--- config.mk ---
export PLATFORM = sky130hd
export DESIGN_NAME = efd_rx
export DESIGN_NICKNAME = d
export VERILOG_FILES = /design/src/rtl/efd_pkg.sv /design/src/rtl/efd_framer.sv /design/src/rtl/efd_lock_fsm.sv /design/src/rtl/efd_out_stage.sv /design/src/rtl/efd_rx.sv
export SDC_FILE = /design/constraint.sdc
export NUM_CORES = 1
export LEC_CHECK = 0
export ABC_AREA = 1
export BUFFER_PORTS_ARGS = -buffer_cell sky130_fd_sc_hd__buf_2
export CORE_ASPECT_RATIO = 0.5
export CORE_MARGIN = 3
export CORE_UTILIZATION = 46
export DETAILED_ROUTE_END_ITERATION = 16
export GPL_TIMING_DRIVEN = 1
export PLACE_DENSITY = 0.65
export SYNTH_ARGS = -nofsm -noshare
export SYNTH_HDL_FRONTEND = slang
export SYNTH_SLANG_ARGS = --single-unit
--- constraint.sdc ---
create_clock -name clk -period 1.44 [get_ports clk]
set_input_delay 0.144 -clock clk [delete_from_list [all_inputs] [get_ports clk]]
set_output_delay 0.144 -clock clk [all_outputs]
set_load 0.005 [all_outputs]
--- src/rtl/efd_pkg.sv ---
package efd_pkg;

    localparam int WORD_W  = 10;
    localparam int FRAME_W = WORD_W + 2;
    localparam int POS_W   = $clog2(FRAME_W);
    localparam int HALF    = FRAME_W / 2;

    typedef enum logic [1:0] {
        ST_PWRDN  = 2'd0,
        ST_INIT   = 2'd1,
        ST_DATA   = 2'd2,
        ST_RESYNC = 2'd3
    } lk_state_t;

    typedef struct packed {
        logic             vld;
        logic [POS_W-1:0] pos;
    } bit_step_t;

    typedef struct packed {
        logic              done;
        logic              ok;
        logic [WORD_W-1:0] data;
    } frame_rpt_t;

    function automatic logic rising_pair(input logic prev_b, input logic cur_b);
        return !prev_b && cur_b;
    endfunction

    function automatic logic [POS_W-1:0] pos_next(input logic [POS_W-1:0] p);
        return (p == POS_W'(FRAME_W - 1)) ? '0 : p + POS_W'(1);
    endfunction

endpackage

--- src/rtl/efd_framer.sv ---
module efd_framer
    import efd_pkg::*;
(
    input  logic       clk,
    input  logic       rst,
    input  logic       clr,
    input  logic       bit_en,
    input  logic       ser_in,
    input  logic       hunt,
    output logic       sync_hit,
    output bit_step_t  step,
    output frame_rpt_t rpt
);
    localparam logic [POS_W-1:0] LAST = POS_W'(FRAME_W - 1);
    localparam logic [POS_W-1:0] DMAX = POS_W'(WORD_W);

    logic              prev_q;
    logic [POS_W-1:0]  pos_q;
    logic              start_ok_q;
    logic [WORD_W-1:0] shreg_q;

    assign sync_hit = hunt && bit_en && rising_pair(prev_q, ser_in);

    always_ff @(posedge clk) begin
        if (rst || clr) begin
            prev_q     <= 1'b0;
            pos_q      <= '0;
            start_ok_q <= 1'b0;
            shreg_q    <= '0;
            step       <= '0;
            rpt        <= '0;
        end else begin
            step.vld <= 1'b0;
            rpt.done <= 1'b0;
            if (bit_en) begin
                prev_q <= ser_in;
                if (hunt) begin
                    if (sync_hit) begin
                        pos_q      <= POS_W'(1);
                        start_ok_q <= 1'b1;
                        step.vld   <= 1'b1;
                        step.pos   <= '0;
                    end
                end else begin
                    step.vld <= 1'b1;
                    step.pos <= pos_q;
                    if (pos_q == '0) begin
                        start_ok_q <= ser_in;
                    end else if (pos_q <= DMAX) begin
                        shreg_q <= {ser_in, shreg_q[WORD_W-1:1]};
                    end else begin
                        rpt.done <= 1'b1;
                        rpt.ok   <= start_ok_q && !ser_in;
                        rpt.data <= shreg_q;
                    end
                    pos_q <= pos_next(pos_q);
                end
            end
        end
    end

    // a frame report only follows a sampled bit taken while aligned
    assert_report_aligned_R1: assert property (@(posedge clk) disable iff (rst || clr)
        rpt.done |-> $past(bit_en && !hunt));

    // the report comes out with the step of the trailing clock bit
    assert_report_last_pos_R1: assert property (@(posedge clk) disable iff (rst || clr)
        rpt.done |-> (step.vld && step.pos == LAST));

endmodule

--- src/rtl/efd_lock_fsm.sv ---
module efd_lock_fsm
    import efd_pkg::*;
#(
    parameter int LOCK_FRAMES = 16,
    parameter int LOSS_FRAMES = 4
) (
    input  logic       clk,
    input  logic       rst,
    input  logic       pd,
    input  logic       sync_hit,
    input  frame_rpt_t rpt,
    output logic       hunt,
    output logic       locked
);
    localparam int GW = $clog2(LOCK_FRAMES + 1);
    localparam int BW = $clog2(LOSS_FRAMES + 1);

    lk_state_t     state_q;
    logic          cand_q;
    logic [GW-1:0] good_q;
    logic [BW-1:0] bad_q;

    assign hunt   = (state_q == ST_INIT || state_q == ST_RESYNC) && !cand_q;
    assign locked = (state_q == ST_DATA);

    always_ff @(posedge clk) begin
        if (rst) begin
            state_q <= ST_INIT;
            cand_q  <= 1'b0;
            good_q  <= '0;
            bad_q   <= '0;
        end else if (pd) begin
            state_q <= ST_PWRDN;
            cand_q  <= 1'b0;
            good_q  <= '0;
            bad_q   <= '0;
        end else begin
            case (state_q)
                ST_PWRDN: begin
                    state_q <= ST_INIT;
                end
                ST_INIT, ST_RESYNC: begin
                    if (!cand_q) begin
                        if (sync_hit) begin
                            cand_q <= 1'b1;
                            good_q <= '0;
                        end
                    end else if (rpt.done) begin
                        if (rpt.ok) begin
                            good_q <= good_q + GW'(1);
                            if (good_q == GW'(LOCK_FRAMES - 1)) begin
                                state_q <= ST_DATA;
                                bad_q   <= '0;
                            end
                        end else begin
                            cand_q <= 1'b0;
                            good_q <= '0;
                        end
                    end
                end
                ST_DATA: begin
                    if (rpt.done) begin
                        if (rpt.ok) begin
                            bad_q <= '0;
                        end else if (bad_q == BW'(LOSS_FRAMES - 1)) begin
                            state_q <= ST_RESYNC;
                            cand_q  <= 1'b0;
                            good_q  <= '0;
                            bad_q   <= '0;
                        end else begin
                            bad_q <= bad_q + BW'(1);
                        end
                    end
                end
                default: state_q <= ST_INIT;
            endcase
        end
    end

    // lock is only ever gained on a clean frame report
    assert_lock_on_good_R2: assert property (@(posedge clk) disable iff (rst)
        $rose(locked) |-> $past(rpt.done && rpt.ok));

    // outside powerdown, lock is only lost on a bad frame report
    assert_loss_on_bad_R7: assert property (@(posedge clk) disable iff (rst)
        ($fell(locked) && !$past(pd)) |-> $past(rpt.done && !rpt.ok));

endmodule

--- src/rtl/efd_out_stage.sv ---
module efd_out_stage
    import efd_pkg::*;
(
    input  logic              clk,
    input  logic              rst,
    input  logic              locked,
    input  logic              edge_sel,
    input  bit_step_t         step,
    input  logic [WORD_W-1:0] data,
    output logic [WORD_W-1:0] word_out,
    output logic              word_clk,
    output logic              word_vld
);
    localparam logic [POS_W-1:0] MID = POS_W'(HALF);

    logic pub_now;

    always_comb begin
        pub_now = 1'b0;
        if (step.vld) begin
            pub_now = edge_sel ? (step.pos == MID) : (step.pos == '0);
        end
    end

    always_ff @(posedge clk) begin
        if (rst || !locked) begin
            word_out <= '0;
            word_clk <= 1'b0;
            word_vld <= 1'b0;
        end else begin
            word_vld <= 1'b0;
            if (step.vld) begin
                word_clk <= (step.pos < MID);
            end
            if (pub_now) begin
                word_out <= data;
                word_vld <= 1'b1;
            end
        end
    end

    // an unlocked cycle leaves the parallel side quiet on the next one
    assert_quiet_unlocked_R5: assert property (@(posedge clk) disable iff (rst)
        !locked |=> (word_out == '0 && !word_vld && !word_clk));

    // a strobe sits on the word clock edge picked by edge_sel
    assert_strobe_edge_R4: assert property (@(posedge clk) disable iff (rst)
        word_vld |-> (word_clk == !$past(edge_sel)));

endmodule

--- src/rtl/efd_rx.sv ---
module efd_rx
    import efd_pkg::*;
#(
    parameter int LOCK_FRAMES = 16,
    parameter int LOSS_FRAMES = 4
) (
    input  logic              clk,
    input  logic              rst,
    input  logic              bit_en,
    input  logic              ser_in,
    input  logic              edge_sel,
    input  logic              pwrdn_n,
    input  logic              rx_en,
    output logic [WORD_W-1:0] word_out,
    output logic              word_clk,
    output logic              word_vld,
    output logic              locked,
    output logic              out_en
);
    logic       pd;
    logic       hunt;
    logic       sync_hit;
    bit_step_t  step;
    frame_rpt_t rpt;

    assign pd     = !pwrdn_n && !rx_en;
    assign out_en = rx_en;

    efd_framer u_framer (
        .clk      (clk),
        .rst      (rst),
        .clr      (pd),
        .bit_en   (bit_en),
        .ser_in   (ser_in),
        .hunt     (hunt),
        .sync_hit (sync_hit),
        .step     (step),
        .rpt      (rpt)
    );

    efd_lock_fsm #(
        .LOCK_FRAMES (LOCK_FRAMES),
        .LOSS_FRAMES (LOSS_FRAMES)
    ) u_fsm (
        .clk      (clk),
        .rst      (rst),
        .pd       (pd),
        .sync_hit (sync_hit),
        .rpt      (rpt),
        .hunt     (hunt),
        .locked   (locked)
    );

    efd_out_stage u_out (
        .clk      (clk),
        .rst      (rst),
        .locked   (locked),
        .edge_sel (edge_sel),
        .step     (step),
        .data     (rpt.data),
        .word_out (word_out),
        .word_clk (word_clk),
        .word_vld (word_vld)
    );

    // powerdown clears lock on the following cycle
    assert_pd_unlock_R8: assert property (@(posedge clk) disable iff (rst)
        pd |=> !locked);

    // a detected boundary ends the search in the next cycle
    assert_align_ends_hunt_R1: assert property (@(posedge clk) disable iff (rst || pd)
        sync_hit |=> !hunt);

endmodule

==> impl_metrics.ini <==
[outcome]
status = finished clean

[setup_path]
rrSetupSlack_ps = 4
worstPathCellList = ha_4, nand2_4, nor2_4, ha_4, nand4_1, o21ai_2, inv_1, nor2_1, nor2_1
worstSetupPathDepth = 9
cp.required_ps = 1660
path_class = flop to flop
r2r-end = u_fsm.bad_q[0]
startpoint = u_fsm.good_q[1]
reg2reg_from = u_fsm.good_q[1]
worst-path-buf-inv = 1
cp_top_family = simple AND/OR/NAND/NOR gates
cp_slowest_cell = dfxtp_2
crit_end = u_fsm.bad_q[0]
cp_max_fo = 4
cp-start-kind = flop
crit_arrival_ps = 1650
cp-end-kind = flop
cpPeakStageDelay_ps = 370
worst_r2r_path_depth = 9

[logic_synthesis]
synth-seq-cells = 56
async_flop_share = 0
synth_top_area_frac = 0.4341
ys_types = 37
synthFlopType = dfxtp_1
syn_nets = 333
syn_inst = 320
yosysWarnings = 0
yosysTopAreaCell = dfxtp_1
synth_edf_count = 0
syn-mean-instance-area_um2 = 8.070
netlist_top_cells_area = dfxtp_1 43%, nand2_1 8.4%, nor2_1 5.7%
yosysSeqAreaShare = 0.4341
syn_area_um2 = 2582

[flow_run]
maxCapViolCount = 0

[power_and_ir_drop]
power.density_nw_per_um2 = 910.8
clockPowerShare = 0.365
p_comb_frac = 0.095
p_int_uw = 2199
p_leak_uw = 0.001207
vdd_drop_max_v = 0.0005100
p_seq_frac = 0.540
p_sw_frac = 0.2503
switchingPower_uw = 734.3

[routing]
first_pass_iters = 5
ant_nets = 0
routed_wl_mm = 5.791
drc = 0
wire_per_inst_um = 13.37
drt_iter0_drc = 146
vias = 2244
vias_per_cell = 5.182

[placed_design]
port_buffers = 20
postPlaceCellArea_um2 = 2870
gp_congestion = 0.8887
hpwl_mm = 3.950

[floorplanning]
die_w_um = 112.0
pin_count = 21
start_util = 0.5007
rows = 18
core_area_um2 = 5157
die-area_um2 = 6604
die_h_um = 58.98

[timing]
fin_setup_tns_ps = 0
drv_slew = 0
timing.max_slew.rel_slack = 0.6276
setup_viol = 0
post-route-period-util = 0.9972
worstMarginPinSlew_ps = 557.9
skew_ps = 9.362
fin_crit_ps = 1436
rsz0062_at_grt = true
clock.fmax_mhz = 696.4
hold_viol_final = 0

[grt]
grt_max_degree = 23
track_usage = 0.1781
grt.overflow.total = 0
grt_pass1_vias = 2089
grt_antenna_before_repair = 0
grt_pass1_wl_mm = 9.515

[cells_and_area]
filler_cell_count = 428
antennaDiodeCount = 0
finalInstanceArea_um2 = 3221
multi_input_area_um2 = 1415
drive_gt1_frac = 0.3333
register_area_um2 = 1131
fin_nets = 375
syn2layout_area_growth_pct = 24.71

[clock_tree]
clockBufferDepth = 2
clkLatencyLatePin_ps = 320
htreeDepth = 2
numCtsBuffers = 5
cts_sinks = 56
holdBufCountCts = 0
cts_tree = yes
clk_pin_slew_ps = 110
root_buffer = clkbuf_8

[worst_hold_path]
holdCritPathClass = input pin to flop
worst min-delay path by stage:
| stage | from | endpoint | slack, ps | cells past startpoint |
|---|---|---|---|---|
| 2_1_floorplan | rst | u_fsm.state_q[0] | 250 | 2 |
| 3_3_place_gp | rst | u_fsm.state_q[0] | 360 | 3 |
| 3_5_place_dp | rst | u_fsm.state_q[0] | 380 | 3 |
| 4_1_cts | rst | u_fsm.state_q[0] | 40 | 3 |
| 5_1_grt | rst | u_fsm.state_q[0] | 70 | 3 |
| 6_report | rst | u_fsm.state_q[0] | 50 | 3 |
worst register-to-register path, cell delays in order, from the launching register on:
cell and delay, ps:
dfxtp_2 370, ha_4 150, nand2_4 60, nor2_4 130
ha_4 140, nand4_1 130, o21ai_2 130, inv_1 80
nor2_1 110, nor2_1 40
cell families (layout without fill, tap and decap cells):
group,count (synthesis),in the layout,synth area share
and+or+nand+nor,143,144,0.2810
AOI/OAI and AO/OA,73,73,0.1841
DFF,56,56,0.4341
buffers and inverters,42,84,0.07170
adders and majority gates,6,6,0.02907
area by class of cell:
type | count | share of cell area
Clock buffer | 6 | 0.02253
Clock inverter | 2 | 0.01204
Inverter | 28 | 0.03574
Multi-Input combinational cell | 223 | 0.4394
Sequential cell | 56 | 0.3512
Tap cell | 70 | 0.02720
Timing Repair Buffer | 48 | 0.1119
registers in the layout (all words and copies together) (netlist names):
register / flops
u_framer.rpt: 12
u_framer.shreg_q: 10
u_out.word_out: 10
u_framer.step: 5
u_fsm.good_q: 5
u_framer.pos_q: 4
u_fsm.bad_q: 3
u_fsm.state_q: 2
u_framer.prev_q: 1
u_framer.start_ok_q: 1
u_fsm.cand_q: 1
u_out.word_clk: 1
u_out.word_vld: 1
layer usage:
metal	global-route usage	up-vias	routed length [um]
met5	0	-	0
met2	0.2922	59	2556
met4	0.04623	0	56
met3	0.05403	7	387
li1	-	1158	-
met1	0.2341	1020	2791
Yosys cell counts, types with 2 or more instances:
master and n:
dfxtp_1 56, o21ai_1 6, o31ai_1 2, nand4_1 4, nand3_1 10, ha_1 6
o2111ai_1 10, nand3b_1 2, clkbuf_1 7, a21oi_2 10, nor2_2 5, o21ai_0 9
nand2_2 4, inv_2 3, nor3_1 3, nand2_1 58, a21oi_1 29, nor2_1 39
buf_2 3, inv_1 24, nand2_4 3, nand3_2 10, o21ai_2 3
per-stage QoR:
step	total power [uW]	util	hold WS (ps)	setup WS (ps)	instances
2_1_floorplan	1780	-	248.3	9.715	320
3_3_place_gp	1854	0.5565	363.2	-56.50	416
3_5_place_dp	1861	0.5565	376.8	-88.68	416
4_1_cts	2914	0.5835	44.47	-11.81	425
5_1_grt	3039	0.6245	68.33	-104.9	433
6_report	2933	0.6245	47.81	4.067	433
power groups by stage:
stage | registers, uW | clock network, uW | logic (uW)
finish | 1580 | 1070 | 279
global route | 1590 | 1140 | 310
CTS | 1580 | 1080 | 251
detailed placement | 1610 | 0 | 247
global placement | 1610 | 0 | 241
floorplan | 1620 | 0 | 165
cells in the final DEF, fill, tap and decap left out, drive strengths merged:
master	synthesis	routed
o2111ai	10	10
nor3b	1	1
o211ai	1	1
a21oi	39	39
nand3	20	20
nand3b	2	2
clkinv	1	1
o21ai	19	19
o21a	1	1
nand2	65	66
clkbuf	7	7
nor3	3	3
a211oi	1	1
bufinv	0	1
inv	27	28
ha	6	6
nand4	5	5
buf	7	47
o31ai	2	2
dfxtp	56	56
nor2	46	46
or2	1	1
what timing repair did:
item | CTS | global route
gates resized for setup | 9 | 34
setup buffers | 1 | 6
cloned | 0 | 2
endpoints found under the setup margin | 23 | 43
pin swaps | 3 | 23
endpoints found under the hold margin | 0 | 0
Note: power is estimated with default switching activity, not from simulation.
